### config.mk
export PLATFORM = sky130hd
export DESIGN_NAME = addr_strobe_ctl
export DESIGN_NICKNAME = d
export VERILOG_FILES = /design/src/rtl/asc_pkg.sv /design/src/rtl/asc_window_decode.sv /design/src/rtl/asc_bit_bank.sv /design/src/rtl/asc_field_map.sv /design/src/rtl/addr_strobe_ctl.sv
export SDC_FILE = /design/constraint.sdc
export NUM_CORES = 1
export LEC_CHECK = 0
export BUFFER_PORTS_ARGS = -buffer_cell sky130_fd_sc_hd__buf_2
export CAP_MARGIN = 20
export CORE_UTILIZATION = 40
export DETAILED_ROUTE_END_ITERATION = 10
export PLACE_DENSITY = 0.72
export RECOVER_POWER = 25
export SETUP_SLACK_MARGIN = 0.2
export SLEW_MARGIN = 5
export SYNTH_ARGS = -nofsm -noshare
export SYNTH_HDL_FRONTEND = slang
export SYNTH_SLANG_ARGS = --single-unit
export TNS_END_PERCENT = 20
### constraint.sdc
create_clock -name clk -period 2.45 [get_ports clk]
set_clock_uncertainty 0.1 [all_clocks]
set_input_delay 0.245 -clock clk [delete_from_list [all_inputs] [get_ports clk]]
set_output_delay 0.245 -clock clk [all_outputs]
set_load 0.02 [all_outputs]
### src/rtl/asc_pkg.sv
package asc_pkg;

  // Default geometry of the control window
  localparam int unsigned ASC_ADDR_W   = 16;
  localparam int unsigned ASC_NUM_BITS = 16;
  localparam logic [ASC_ADDR_W-1:0] ASC_WIN_BASE = 16'hFFC0;

  // Field widths, in register bit order from bit 0 upward
  localparam int unsigned ASC_MODE_W  = 3;
  localparam int unsigned ASC_OFS_W   = 7;
  localparam int unsigned ASC_PAGE_W  = 1;
  localparam int unsigned ASC_RATE_W  = 2;
  localparam int unsigned ASC_SIZE_W  = 2;
  localparam int unsigned ASC_MAP_W   = 1;

  // Display base granularity: 512 bytes per offset step
  localparam int unsigned ASC_BASE_SHIFT = 9;

endpackage

### src/rtl/asc_window_decode.sv
module asc_window_decode #(
  parameter int unsigned ADDR_W   = asc_pkg::ASC_ADDR_W,
  parameter int unsigned NUM_BITS = asc_pkg::ASC_NUM_BITS,
  parameter logic [ADDR_W-1:0] WIN_BASE = asc_pkg::ASC_WIN_BASE
) (
  input  logic                clk,
  input  logic                rst,
  input  logic [ADDR_W-1:0]   addr,
  input  logic                wr,
  output logic                hit,
  output logic [NUM_BITS-1:0] sel,
  output logic                set_val
);

  localparam int unsigned IDX_W   = $clog2(NUM_BITS);
  localparam int unsigned TAG_LSB = IDX_W + 1;

  // The tag is the address part above the bit index and the parity bit
  function automatic logic in_window(input logic [ADDR_W-1:0] a);
    return a[ADDR_W-1:TAG_LSB] == WIN_BASE[ADDR_W-1:TAG_LSB];
  endfunction

  // Bit index of a pair: the address with its parity bit dropped
  function automatic logic [IDX_W-1:0] pair_index(input logic [ADDR_W-1:0] a);
    return a[TAG_LSB-1:1];
  endfunction

  logic [IDX_W-1:0] idx;

  assign hit     = wr && in_window(addr);
  assign idx     = pair_index(addr);
  assign set_val = addr[0];

  always_comb begin
    sel = '0;
    if (hit) sel[idx] = 1'b1;
  end

  // At most one bit is addressed by any bus cycle
  assert_single_select_R4: assert property (@(posedge clk) disable iff (rst)
    $onehot0(sel));

endmodule

### src/rtl/asc_bit_bank.sv
module asc_bit_bank #(
  parameter int unsigned NUM_BITS = asc_pkg::ASC_NUM_BITS
) (
  input  logic                clk,
  input  logic                rst,
  input  logic [NUM_BITS-1:0] sel,
  input  logic                set_val,
  output logic [NUM_BITS-1:0] q
);

  for (genvar i = 0; i < NUM_BITS; i++) begin : g_cell
    always_ff @(posedge clk) begin
      if (rst)         q[i] <= 1'b0;
      else if (sel[i]) q[i] <= set_val;
    end

    // An odd address drives the selected bit to 1
    assert_odd_sets_R2: assert property (@(posedge clk) disable iff (rst)
      (sel[i] && set_val) |=> q[i]);

    // An even address drives the selected bit to 0
    assert_even_clears_R3: assert property (@(posedge clk) disable iff (rst)
      (sel[i] && !set_val) |=> !q[i]);

    // A bit that is not addressed keeps its value
    assert_unselected_holds_R4: assert property (@(posedge clk) disable iff (rst)
      !sel[i] |=> $stable(q[i]));
  end

endmodule

### src/rtl/asc_field_map.sv
module asc_field_map #(
  parameter int unsigned ADDR_W     = asc_pkg::ASC_ADDR_W,
  parameter int unsigned NUM_BITS   = asc_pkg::ASC_NUM_BITS,
  parameter int unsigned MODE_W     = asc_pkg::ASC_MODE_W,
  parameter int unsigned OFS_W      = asc_pkg::ASC_OFS_W,
  parameter int unsigned RATE_W     = asc_pkg::ASC_RATE_W,
  parameter int unsigned SIZE_W     = asc_pkg::ASC_SIZE_W,
  parameter int unsigned BASE_SHIFT = asc_pkg::ASC_BASE_SHIFT
) (
  input  logic [NUM_BITS-1:0] word,
  output logic [MODE_W-1:0]   mode,
  output logic [OFS_W-1:0]    offset,
  output logic [ADDR_W-1:0]   base,
  output logic                page,
  output logic [RATE_W-1:0]   rate,
  output logic [SIZE_W-1:0]   size,
  output logic                upper_ram
);

  // Field positions, packed upward from bit 0
  localparam int unsigned MODE_LSB = 0;
  localparam int unsigned OFS_LSB  = MODE_LSB + MODE_W;
  localparam int unsigned PAGE_POS = OFS_LSB + OFS_W;
  localparam int unsigned RATE_LSB = PAGE_POS + 1;
  localparam int unsigned SIZE_LSB = RATE_LSB + RATE_W;
  localparam int unsigned MAP_POS  = SIZE_LSB + SIZE_W;

  // Byte address of the display base for a given offset
  function automatic logic [ADDR_W-1:0] offset_to_base(input logic [OFS_W-1:0] o);
    return ADDR_W'(o) << BASE_SHIFT;
  endfunction

  assign mode      = word[OFS_LSB-1:MODE_LSB];
  assign offset    = word[PAGE_POS-1:OFS_LSB];
  assign page      = word[PAGE_POS];
  assign rate      = word[SIZE_LSB-1:RATE_LSB];
  assign size      = word[MAP_POS-1:SIZE_LSB];
  assign upper_ram = word[MAP_POS];
  assign base      = offset_to_base(offset);

endmodule

### src/rtl/addr_strobe_ctl.sv
module addr_strobe_ctl #(
  parameter int unsigned ADDR_W   = asc_pkg::ASC_ADDR_W,
  parameter int unsigned NUM_BITS = asc_pkg::ASC_NUM_BITS,
  parameter logic [ADDR_W-1:0] WIN_BASE = asc_pkg::ASC_WIN_BASE,
  parameter int unsigned MODE_W   = asc_pkg::ASC_MODE_W,
  parameter int unsigned OFS_W    = asc_pkg::ASC_OFS_W,
  parameter int unsigned RATE_W   = asc_pkg::ASC_RATE_W,
  parameter int unsigned SIZE_W   = asc_pkg::ASC_SIZE_W
) (
  input  logic                clk,
  input  logic                rst,
  input  logic [ADDR_W-1:0]   bus_addr,
  input  logic                bus_wr,
  output logic [NUM_BITS-1:0] ctl_word,
  output logic [MODE_W-1:0]   disp_mode,
  output logic [OFS_W-1:0]    disp_offset,
  output logic [ADDR_W-1:0]   disp_base,
  output logic                page_sel,
  output logic [RATE_W-1:0]   cpu_rate,
  output logic [SIZE_W-1:0]   mem_size,
  output logic                upper_ram
);

  // Internal events, named for the checks
  logic                win_hit;
  logic [NUM_BITS-1:0] bit_sel;
  logic                bit_val;

  asc_window_decode #(
    .ADDR_W  (ADDR_W),
    .NUM_BITS(NUM_BITS),
    .WIN_BASE(WIN_BASE)
  ) u_decode (
    .clk    (clk),
    .rst    (rst),
    .addr   (bus_addr),
    .wr     (bus_wr),
    .hit    (win_hit),
    .sel    (bit_sel),
    .set_val(bit_val)
  );

  asc_bit_bank #(
    .NUM_BITS(NUM_BITS)
  ) u_bank (
    .clk    (clk),
    .rst    (rst),
    .sel    (bit_sel),
    .set_val(bit_val),
    .q      (ctl_word)
  );

  asc_field_map #(
    .ADDR_W  (ADDR_W),
    .NUM_BITS(NUM_BITS),
    .MODE_W  (MODE_W),
    .OFS_W   (OFS_W),
    .RATE_W  (RATE_W),
    .SIZE_W  (SIZE_W)
  ) u_fields (
    .word     (ctl_word),
    .mode     (disp_mode),
    .offset   (disp_offset),
    .base     (disp_base),
    .page     (page_sel),
    .rate     (cpu_rate),
    .size     (mem_size),
    .upper_ram(upper_ram)
  );

  // Reset empties the whole register one edge later
  assert_reset_clears_R1: assert property (@(posedge clk)
    rst |=> (ctl_word == '0));

  // No accepted write means no change at all
  assert_idle_holds_R5: assert property (@(posedge clk) disable iff (rst)
    !win_hit |=> $stable(ctl_word));

  // The derived base address always has its low nine bits clear
  assert_base_aligned_R8: assert property (@(posedge clk) disable iff (rst)
    disp_base[8:0] == 9'd0);

endmodule

==> run_results.csv, run 1 <==
group,metric,value,unit
sta,post-route-period-util,51.02,%
worst_setup_path,critPathBufInv,1,
drt,post_drt_via_cell_ratio,4.838,
final_layout,fillers,312,
power_and_ir_drop,pwr_density_cell,386.8,nW/um^2
logic_synthesis,synth_area_leaders,"dfxtp_1 25%, buf_4 22%, mux2i_1 13%",
worst_setup_path,crit_path_start_kind,"flop",
clock_network,cts_buffers,3,
min_path,worstHoldStart,"rst",
min_path,min_to,"u_bank.q[9]$_SDFFE_PP0P_",
worst_setup_path,cpPeakStageDelay,370,ps
worst_setup_path,timing.rr.end,"u_bank.q[5]$_SDFFE_PP0P_",
power_and_ir_drop,pwr-share-comb,13.1,%
placement,place_area,1285,sq um
grt,antenna_found_initial,0,
sta,worst_slack,1200,ps
final_layout,area_growth,3.472,%
job,drv_cap,0,
floorplanning,die_h,58.15,microns
logic_synthesis,synth_top_area_cell,"dfxtp_1",
clock_network,clk_pin_slew_worst_paths,100,ps
worst_setup_path,slowest_stage,"dfxtp_1",
logic_synthesis,synth_top_family_by_area,"simple AND/OR/NAND/NOR gates",
drt,drt_first_pass_iters,4,
floorplanning,die_area,3381,sq um
power_and_ir_drop,irDropWorstVdd,0.1844,mV
worst_setup_path,critPathMaxFanout,3,
floorplanning,core,3028,sq um
clock_network,cts_tree,"yes",
logic_synthesis,synth-seq-area-share,25.40,%
power_and_ir_drop,p_leak,0.6810,nW
sta,worstMarginPinSlew,524.6,ps
final_layout,reg_top3,"u_bank.q (16)",
drt,drt_iter0_drc,21,
sta,finalCriticalPeriod,1250,ps
drt,wl,2.252,mm
final_layout,regMostFlops,"u_bank.q",
logic_synthesis,yosys_warnings,0,
clock_network,hold_buffers,0,
final_layout,layout-drive-gt1-share,35.06,%
final_layout,n_antenna_cell,0,
final_layout,layout.nets,174,
floorplanning,die_w,58.15,microns
clock_network,cts_num_sinks,16,
drt,post_drt_wl_per_cell,11.37,microns
clock_network,cts_resized,0,
logic_synthesis,yosys.area_share.xor_xnor,0,%
placement,place.gp.congestion,0.7329,
worst_setup_path,r2r_cells,2,
grt,grt_max_degree,18,
sta,relSlewSlack,65.03,%
logic_synthesis,syn_inst,130,
grt,grt_most_used_layer,"met2",
logic_synthesis,avgSynthCellArea,9.702,sq um
worst_setup_path,path_class,"reg2out",
grt,grtUsageMet3,2.009,%
logic_synthesis,synthMuxAreaShare,12.70,%
grt,overflow,0,
clock_network,cts_buffer_depth,2,
logic_synthesis,synth_compound_area_share,0,%
final_layout,largest_reg_flops,16,
grt,grt_first_pass_wirelength,3.588,mm
clock_network,cts_max_level,1,
worst_setup_path,cp_top_family,"flip-flops",
logic_synthesis,ys_seq_elements,16,
sta,drv_slew,0,
power_and_ir_drop,net-switching-power,0.1298,mW
min_path,hp-class,"in2reg",
placement,post-place-ws,929.1,ps
placement,hpwl,1.642,mm
power_and_ir_drop,clock_power_share,35.4,%
worst_setup_path,r2r_start,"u_bank.q[5]$_SDFFE_PP0P_",
power_and_ir_drop,intPower,0.3749,mW
grt,use_met1,17.28,%
worst_setup_path,end_kind,"output port",
grt,grtUsageMet2,23.48,%
sta,rsz0062_at_grt,"no",
worst_setup_path,crit_chain,"clkbuf_1",
min_path,worstHoldPathCells,3,
worst_setup_path,rrSetupSlack,1700,ps
grt,grt_pass1_vias,801,
floorplanning,std_cell_rows,20,
worst_setup_path,arrival,900,ps
sta,tns,0,ps
worst_setup_path,setup.worst_path.start,"u_bank.q[12]$_SDFFE_PP0P_",
power_and_ir_drop,power.share.switching,25.72,%
drt,postRouteAntennaNets,0,
clock_network,post_cts_buffers,0,
clock_network,clock_latency,290,ps
drt,dr_total_vias,958,
logic_synthesis,synthAdderAreaFrac,0,%
sta,max_freq,800.1,MHz
logic_synthesis,synth.cell_area,1261,sq um
logic_synthesis,synth_cell_types,15,
logic_synthesis,synth_top_area_share,25.40,%
power_and_ir_drop,pwr-share-seq,51.5,%
status,outcome,"finished, final reports clean",
clock_network,ctsRootBufferMaster,"clkbuf_4",
grt,grtUsageTotal,13.68,%
sta,finalSetupViolCount,0,
logic_synthesis,synth_simple_gate_area_share,34.13,%
final_layout,final_area,1305,sq um
floorplanning,pin_count,67,
placement,port-buffer-count,57,
floorplanning,start_util,41.65,%
worst_setup_path,required,2110,ps
drt,drc_errors,0,
sta,hold_viol,0,
==> layout by cell type, fill, tap and decap left out, drive strengths merged <==
cell    instances
nand2b         17
nor4b           4
dfxtp          16
and4b           5
nand4          16
and4            3
clkbuf         17
mux2i          16
conb            9
buf            44
nor4            1
and4bb          6
==> power by group through the flow <==
stage	combinational (mW)	clock, mW	sequential [mW]
6_report	0.0662	0.179	0.260
5_1_grt	0.0732	0.191	0.260
4_1_cts	0.0664	0.182	0.260
3_5_place_dp	0.0664	0	0.266
3_3_place_gp	0.0637	0	0.266
2_1_floorplan	0.0657	0	0.266
==> per-layer routing <==
layer	up-vias	routed length, microns
met5	-	0
met4	0	25
met3	4	141
met2	46	1054
met1	436	1030
li1	472	-
==> how the worst max path moves through the flow <==
stage                                      endpoint  slack (ps)  cells past startpoint
after detailed placement  u_bank.q[15]$_SDFFE_PP0P_         930                      4
after CTS                 u_bank.q[15]$_SDFFE_PP0P_        1230                      4
after global placement    u_bank.q[15]$_SDFFE_PP0P_         970                      4
after global routing                   ctl_word[10]        1160                      1
final                                   cpu_rate[1]        1200                      1
after floorplan           u_bank.q[10]$_SDFFE_PP0P_        1300                      5
==> metrics by stage <==
| stage | total power [mW] | std cells | utilization [%] | hold slack (ps) |
|---|---|---|---|---|
| after global routing | 0.5240 | 198 | 43.10 | 361.5 |
| after CTS | 0.5080 | 198 | 43.64 | 319.5 |
| final | 0.5048 | 198 | 43.10 | 307.0 |
| after global placement | 0.3296 | 194 | 42.44 | 371.7 |
| after detailed placement | 0.3323 | 194 | 42.44 | 388.1 |
| after floorplan | 0.3316 | 138 | - | 329.0 |
==> cells in the mapped netlist <==
| cell | n |
|---|---|
| dfxtp_1 | 16 |
| and4_1 | 3 |
| nor4b_2 | 4 |
| conb_1 | 1 |
| mux2i_1 | 16 |
| and4b_1 | 5 |
| and4bb_1 | 5 |
| nand2b_1 | 17 |
| clkbuf_1 | 2 |
| nand4_1 | 16 |
| buf_2 | 1 |
| buf_4 | 37 |
| and4bb_2 | 1 |
| buf_6 | 5 |
| nor4_2 | 1 |
==> kinds of logic after synthesis <==
logic type,Yosys count
flip-flops,16
buffers and inverters,45
other,1
AND/OR/NAND/NOR,52
multiplexers,16
==> area by class of cell <==
cell class | count | area [sq um] | share of cell area [%]
flip-flops and latches | 16 | 320.3 | 24.54
well taps | 44 | 55.05 | 4.219
multi-input cells | 77 | 624.3 | 47.84
repair buffers | 57 | 269.0 | 20.61
clock buffers | 4 | 36.28 | 2.780
No activity file was read; power rests on OpenSTA's default activity.
==> run 2: changes to the inputs <==
==> constraint.sdc (replaced) <==
create_clock -name clk -period 1.2 [get_ports clk]
set_clock_uncertainty 0.1 [all_clocks]
set_input_delay 0.12 -clock clk [delete_from_list [all_inputs] [get_ports clk]]
set_output_delay 0.12 -clock clk [all_outputs]
set_load 0.02 [all_outputs]
==> run 2 against run 1 <==
Effect of this change: core utilization up 11 points; wire length up 3.7%; first-iteration DRC count down 14%; critical path depth stayed put; hold slack worse by 110 ps; sequential power increased by 97%; die area is the same; clock power increased by 98%; register-to-register slack worse by 1400 ps; critical endpoint is now disp_offset[4]; largest power group unchanged.
==> run_results.csv, run 2 (synthesis results as in run 1) <==
group,metric,value,unit
status,outcome,"finished, final reports clean",
placement,place_area,1353,sq um
worst_setup_path,crit_chain,"buf_6",
final_layout,reg_top3,"u_bank.q (16)",
sta,hold_viol,0,
sta,drv_slew,0,
grt,grt_pass1_vias,835,
grt,grt_first_pass_wirelength,3.795,mm
grt,antenna_found_initial,0,
final_layout,layout_commonest_cell,"buf_6",
drt,post_drt_via_cell_ratio,4.684,
clock_network,clk_pin_slew_worst_paths,100,ps
worst_setup_path,critPathBufInv,1,
floorplanning,std_cell_rows,20,
sta,finalSetupViolCount,0,
worst_setup_path,arrival,780,ps
drt,post_drt_wl_per_cell,11.33,microns
clock_network,cts_num_sinks,16,
power_and_ir_drop,pwr_density_cell,622.8,nW/um^2
sta,worstMarginPinSlew,567.9,ps
worst_setup_path,slowest_stage,"dfxtp_4",
sta,rsz0062_at_grt,"yes",
drt,postRouteAntennaNets,0,
final_layout,layout-drive-gt1-share,56.17,%
final_layout,mostFrequentLayoutCells,"23 x buf_6, 21 x buf_4, 18 x buf_2",
final_layout,seqCellArea,360.3,sq um
power_and_ir_drop,p_leak,0.8074,nW
clock_network,cts_buffers,3,
placement,place.gp.congestion,0.7610,
sta,post-route-period-util,83.41,%
worst_setup_path,crit_path_start_kind,"flop",
sta,max_freq,999.0,MHz
job,drv_cap,0,
grt,overflow,0,
final_layout,layout.nets,182,
placement,port-buffer-count,57,
floorplanning,die_w,58.15,microns
placement,hpwl,1.599,mm
floorplanning,die_h,58.15,microns
final_layout,n_antenna_cell,0,
floorplanning,die_area,3381,sq um
worst_setup_path,critPathMaxFanout,4,
final_layout,fillers,275,
worst_setup_path,cp_top_family,"flip-flops",
worst_setup_path,cpPeakStageDelay,370,ps
min_path,hp-class,"in2reg",
floorplanning,core,3028,sq um
drt,drt_first_pass_iters,7,
final_layout,final_util,53.76,%
grt,grtUsageTotal,14.17,%
final_layout,final_area,1628,sq um
floorplanning,pin_count,67,
sta,tns,0,ps
final_layout,area_growth,29.07,%
worst_setup_path,end_kind,"output port",
sta,relSlewSlack,62.14,%
drt,drt_iter0_drc,18,
grt,grt_max_degree,17,
placement,post-place-ws,39.62,ps
worst_setup_path,required,980,ps
power_and_ir_drop,p_total,1.014,mW
worst_setup_path,path_class,"reg2out",
clock_network,cts_buffer_depth,2,
clock_network,cts_max_level,1,
clock_network,ctsRootBufferMaster,"clkbuf_4",
drt,drc_errors,0,
final_layout,largest_reg_flops,16,
sta,worst_slack,199.0,ps
clock_network,hold_buffers,0,
drt,dr_total_vias,965,
clock_network,clock_latency,280,ps
clock_network,cts_tree,"yes",
power_and_ir_drop,irDropWorstVdd,0.3600,mV
drt,wl,2.335,mm
final_layout,regMostFlops,"u_bank.q",
floorplanning,start_util,41.65,%
final_layout,multi_input_area,624.3,sq um
sta,finalCriticalPeriod,1001,ps
## run 2: changes by cell type in the layout (fill, tap and decap cells not counted)
cell,delta
buf_2,-26
buf_6,+23
buf_4,+21
dfxtp_1,-16
clkbuf_1,-13
dfxtp_2,+8
dfxtp_4,+8
buf_12,+2
clkbuf_2,+1
## run 2: final cells by class
class	count	share of cell area, %
repair buffers	65	33.90
well taps	44	3.382
flip-flops and latches	16	22.14
clock buffers	4	2.229
multi-input cells	77	38.36
## run 2: metal layers
layer | GRT usage, % | wire length [microns] | up-vias
li1 | - | - | 487
met1 | 19.43 | 1098 | 438
met2 | 22.66 | 1109 | 38
met3 | 2.679 | 116 | 2
met4 | 4.082 | 10 | 0
met5 | 0 | 0 | -
## run 2: through the flow
step | hold WS [ps] | instances
global placement | 371.6 | 198
finish | 194.1 | 206
floorplan | 204.0 | 138
CTS | 196.0 | 204
detailed placement | 381.8 | 198
global route | 202.0 | 206
## run 2: repair_timing
item | 4_1_cts | 5_1_grt
buffers inserted | 2 | 2
endpoints found under the setup margin | 39 | 39
cloned | 0 | 0
gates resized for setup | 40 | 46
## run 2: power by group
part / internal [mW] / switching (mW) / total [mW] / leakage, nW
registers: 0.512 / 0.00000923 / 0.512 / 0.139
clock network: 0.184 / 0.171 / 0.355 / 0.0210
logic: 0.0593 / 0.0871 / 0.146 / 0.647
total: 0.756 / 0.258 / 1.01 / 0.807
## run 2: path summary, 6_finish.rpt
| path | startpoint | endpoint | slack, ps | cells past startpoint |
|---|---|---|---|---|
| worst min register to register | u_bank.q[12]$_SDFFE_PP0P_ | u_bank.q[12]$_SDFFE_PP0P_ | 390 | 2 |
| worst max register to register | u_bank.q[9]$_SDFFE_PP0P_ | u_bank.q[9]$_SDFFE_PP0P_ | 350 | 3 |
| worst min-delay path | rst | u_bank.q[11]$_SDFFE_PP0P_ | 190 | 4 |
| worst max-delay path | u_bank.q[7]$_SDFFE_PP0P_ | disp_offset[4] | 200 | 1 |
==> run 3: changes to the inputs <==
--- a/config.mk
+++ b/config.mk
@@ -5,11 +5,12 @@
 export SDC_FILE = /design/constraint.sdc
 export NUM_CORES = 1
 export LEC_CHECK = 0
+export ABC_AREA = 1
 export BUFFER_PORTS_ARGS = -buffer_cell sky130_fd_sc_hd__buf_2
 export CAP_MARGIN = 20
 export CORE_UTILIZATION = 40
 export DETAILED_ROUTE_END_ITERATION = 10
-export PLACE_DENSITY = 0.72
+export PLACE_DENSITY = 0.76
 export RECOVER_POWER = 25
 export SETUP_SLACK_MARGIN = 0.2
 export SLEW_MARGIN = 5
==> constraint.sdc (replaced) <==
create_clock -name clk -period 0.9 [get_ports clk]
set_clock_uncertainty 0.1 [all_clocks]
set_input_delay 0.09 -clock clk [delete_from_list [all_inputs] [get_ports clk]]
set_output_delay 0.09 -clock clk [all_outputs]
set_load 0.02 [all_outputs]
==> run 3 against run 2 <==
Effect of this change: the run now ends with design-rule violations, negative hold slack, negative setup slack left; combinational power rose by 110%; flip-flop and latch count stayed put; global-route usage up 2.1 points; highest routed layer unchanged; clock-buffer cell count unchanged; hold slack worse by 240 ps.
==> run_results.csv, run 3 <==
group,metric,value,unit
final_layout,largest_reg_flops,16,
worst_setup_path,timing.rr.end,"u_bank.q[4]$_SDFFE_PP0P_",
min_path,min_to,"u_bank.q[15]$_SDFFE_PP0P_",
final_layout,layout.nets,263,
power_and_ir_drop,p_leak,0.8511,nW
min_path,worstHoldPathCells,3,
logic_synthesis,synth_top_area_share,25.63,%
final_layout,layout_commonest_cell,"nor2_1",
sta,hold_viol,1,
clock_network,cts_tree,"yes",
drt,drc_errors,2,
min_path,worstHoldStart,"bus_addr[0]",
final_layout,n_antenna_cell,0,
logic_synthesis,async_flop_share,0,%
drt,wl,2.622,mm
worst_setup_path,cp_top_family,"flip-flops",
drt,post_drt_via_cell_ratio,4.591,
worst_setup_path,r2r_start,"u_bank.q[4]$_SDFFE_PP0P_",
logic_synthesis,synth.most_common_cell,"nor2_1",
logic_synthesis,syn_inst,206,
grt,antenna_found_initial,0,
worst_setup_path,cpPeakStageDelay,360,ps
worst_setup_path,rrSetupSlack,170,ps
placement,post-place-ws,-221.3,ps
power_and_ir_drop,irDropWorstVdd,0.4216,mV
worst_setup_path,arrival,790,ps
grt,overflow,0,
drt,drt_iter0_drc,41,
drt,drt_first_pass_iters,7,
logic_synthesis,synthTopCellsByCount,"56 x nor2_1, 35 x nand2_1, 33 x buf_4, 29 x inv_1",
drt,postRouteAntennaNets,0,
floorplanning,die_w,57.90,microns
placement,place.gp.congestion,0.8475,
logic_synthesis,ys.flop_type,"dfxtp_1",
floorplanning,core,2853,sq um
floorplanning,start_util,43.82,%
clock_network,cts_max_level,1,
job,drv_cap,0,
worst_setup_path,critPathMaxFanout,3,
floorplanning,die_area,3352,sq um
grt,grt_first_pass_wirelength,4.333,mm
placement,dp.cells,270,
status,outcome,"complete, but fails checks",
sta,rsz0062_at_grt,"yes",
final_layout,regMostFlops,"u_bank.q",
clock_network,cts_buffers,3,
final_layout,reg_top3,"u_bank.q (16)",
final_layout,layout-drive-gt1-share,48.56,%
power_and_ir_drop,pwr_density_cell,810.7,nW/um^2
status,violations,"design-rule violations, negative hold slack, negative setup slack",
logic_synthesis,yosys_warnings,0,
final_layout,area_growth,47.05,%
drt,post_drt_wl_per_cell,9.569,microns
sta,drv_slew,0,
logic_synthesis,synth.cell_area,1250,sq um
clock_network,post_cts_buffers,0,
sta,finalSetupViolCount,39,
placement,port-buffer-count,57,
logic_synthesis,synth_cell_types,12,
worst_setup_path,crit_path_start_kind,"flop",
sta,post-route-period-util,109.3,%
clock_network,clock_latency,290,ps
final_layout,mostFrequentLayoutCells,"51 x nor2_1, 27 x buf_6, 25 x nand2_1",
logic_synthesis,avgSynthCellArea,6.068,sq um
logic_synthesis,synth_top_area_cell,"dfxtp_1",
clock_network,cts_num_sinks,16,
clock_network,clk_pin_slew_worst_paths,100,ps
grt,grt_max_degree,16,
worst_setup_path,crit_chain,"buf_4",
floorplanning,std_cell_rows,19,
grt,grtUsageTotal,16.28,%
worst_setup_path,slowest_stage,"dfxtp_2",
final_layout,stdcell_count,274,
floorplanning,die_h,57.90,microns
clock_network,cts_buffer_depth,2,
logic_synthesis,synth_edf_count,0,
grt,grt_pass1_vias,1069,
placement,hpwl,1.862,mm
clock_network,ctsRootBufferMaster,"clkbuf_4",
min_path,hp-class,"in2reg",
worst_setup_path,worst-path-stages,1,
logic_synthesis,synth_area_leaders,"dfxtp_1 26%, buf_4 20%, nor2_1 17%",
worst_setup_path,critPathBufInv,1,
sta,worst_slack,-83.41,ps
sta,holdWs,-44.04,ps
logic_synthesis,ys_seq_elements,16,
worst_setup_path,r2r_cells,2,
floorplanning,pin_count,67,
sta,max_freq,1017,MHz
power_and_ir_drop,p_total,1.490,mW
worst_setup_path,required,710,ps
worst_setup_path,path_class,"reg2out",
sta,finalCriticalPeriod,983.4,ps
logic_synthesis,synth-seq-area-share,25.63,%
drt,dr_total_vias,1258,
worst_setup_path,end_kind,"output port",
[run 3: cell types whose count changed in the layout (fill, tap and decap cells not counted), sizes merged]
| cell | before | now |
|---|---|---|
| and4 | 3 | 0 |
| and4b | 5 | 0 |
| and4bb | 6 | 0 |
| buf | 64 | 62 |
| clkbuf | 5 | 4 |
| clkinv | 0 | 1 |
| inv | 0 | 28 |
| mux2i | 16 | 0 |
| nand2 | 0 | 35 |
| nand2b | 17 | 0 |
| nand3 | 0 | 1 |
| nor2 | 0 | 71 |
| nor4 | 1 | 0 |
| nor4b | 4 | 0 |
[run 3: cell type report]
class,count,area [sq um]
clock buffer,4,36.28
fill,265,1015
inverter,29,116.4
multi-input combinational,132,704.4
sequential,16,347.8
tap,31,38.79
timing repair buffer,62,594.3
[run 3: logic make-up after synthesis]
| logic type | after synthesis | share of synthesized area (%) |
|---|---|---|
| other cells | 1 | 0.3000 |
| simple gates | 123 | 43.64 |
| buf+inv | 66 | 30.43 |
| flops | 16 | 25.63 |
[run 3: worst max path at each step]
| stage | from | endpoint |
|---|---|---|
| 6_report | u_bank.q[12]$_SDFFE_PP0P_ | ctl_word[12] |
| 4_1_cts | u_bank.q[4]$_SDFFE_PP0P_ | disp_base[10] |
| 3_3_place_gp | bus_addr[5] | u_bank.q[0]$_SDFFE_PP0P_ |
| 2_1_floorplan | bus_addr[14] | u_bank.q[4]$_SDFFE_PP0P_ |
| 3_5_place_dp | bus_addr[5] | u_bank.q[12]$_SDFFE_PP0P_ |
| 5_1_grt | u_bank.q[4]$_SDFFE_PP0P_ | disp_base[10] |
[run 3: power by group]
group / total [mW] / internal [mW] / leakage, nW / switching, mW
clock network: 0.482 / 0.246 / 0.0210 / 0.236
registers: 0.698 / 0.698 / 0.138 / 0.0000222
logic: 0.311 / 0.122 / 0.692 / 0.189
total: 1.49 / 1.07 / 0.851 / 0.425
[run 3: metrics by stage]
stage	TNS (ps)	util, %	cell area (sq um)	hold WS (ps)
6_report	-2590	64.43	1838	-44.04
5_1_grt	-4523	64.43	1838	-61.09
4_1_cts	-3090	60.53	1727	-67.82
3_5_place_dp	-3145	52.94	1510	244.0
3_3_place_gp	-2691	52.94	1510	245.4
2_1_floorplan	0	-	1394	124.9
[run 3: layer usage]
metal  GRT usage [%]  wire length [microns]
met2           28.74                   1346
met3           3.125                    191
met1           19.45                   1061
met5               0                      0
met4           6.122                     22
[run 3: what timing repair did]
item                                    CTS  global route
gates resized for setup                  73            31
endpoints found under the hold margin     1             1
pin swaps                                33            40
endpoints found under the setup margin   55            55
cloned                                    0             0
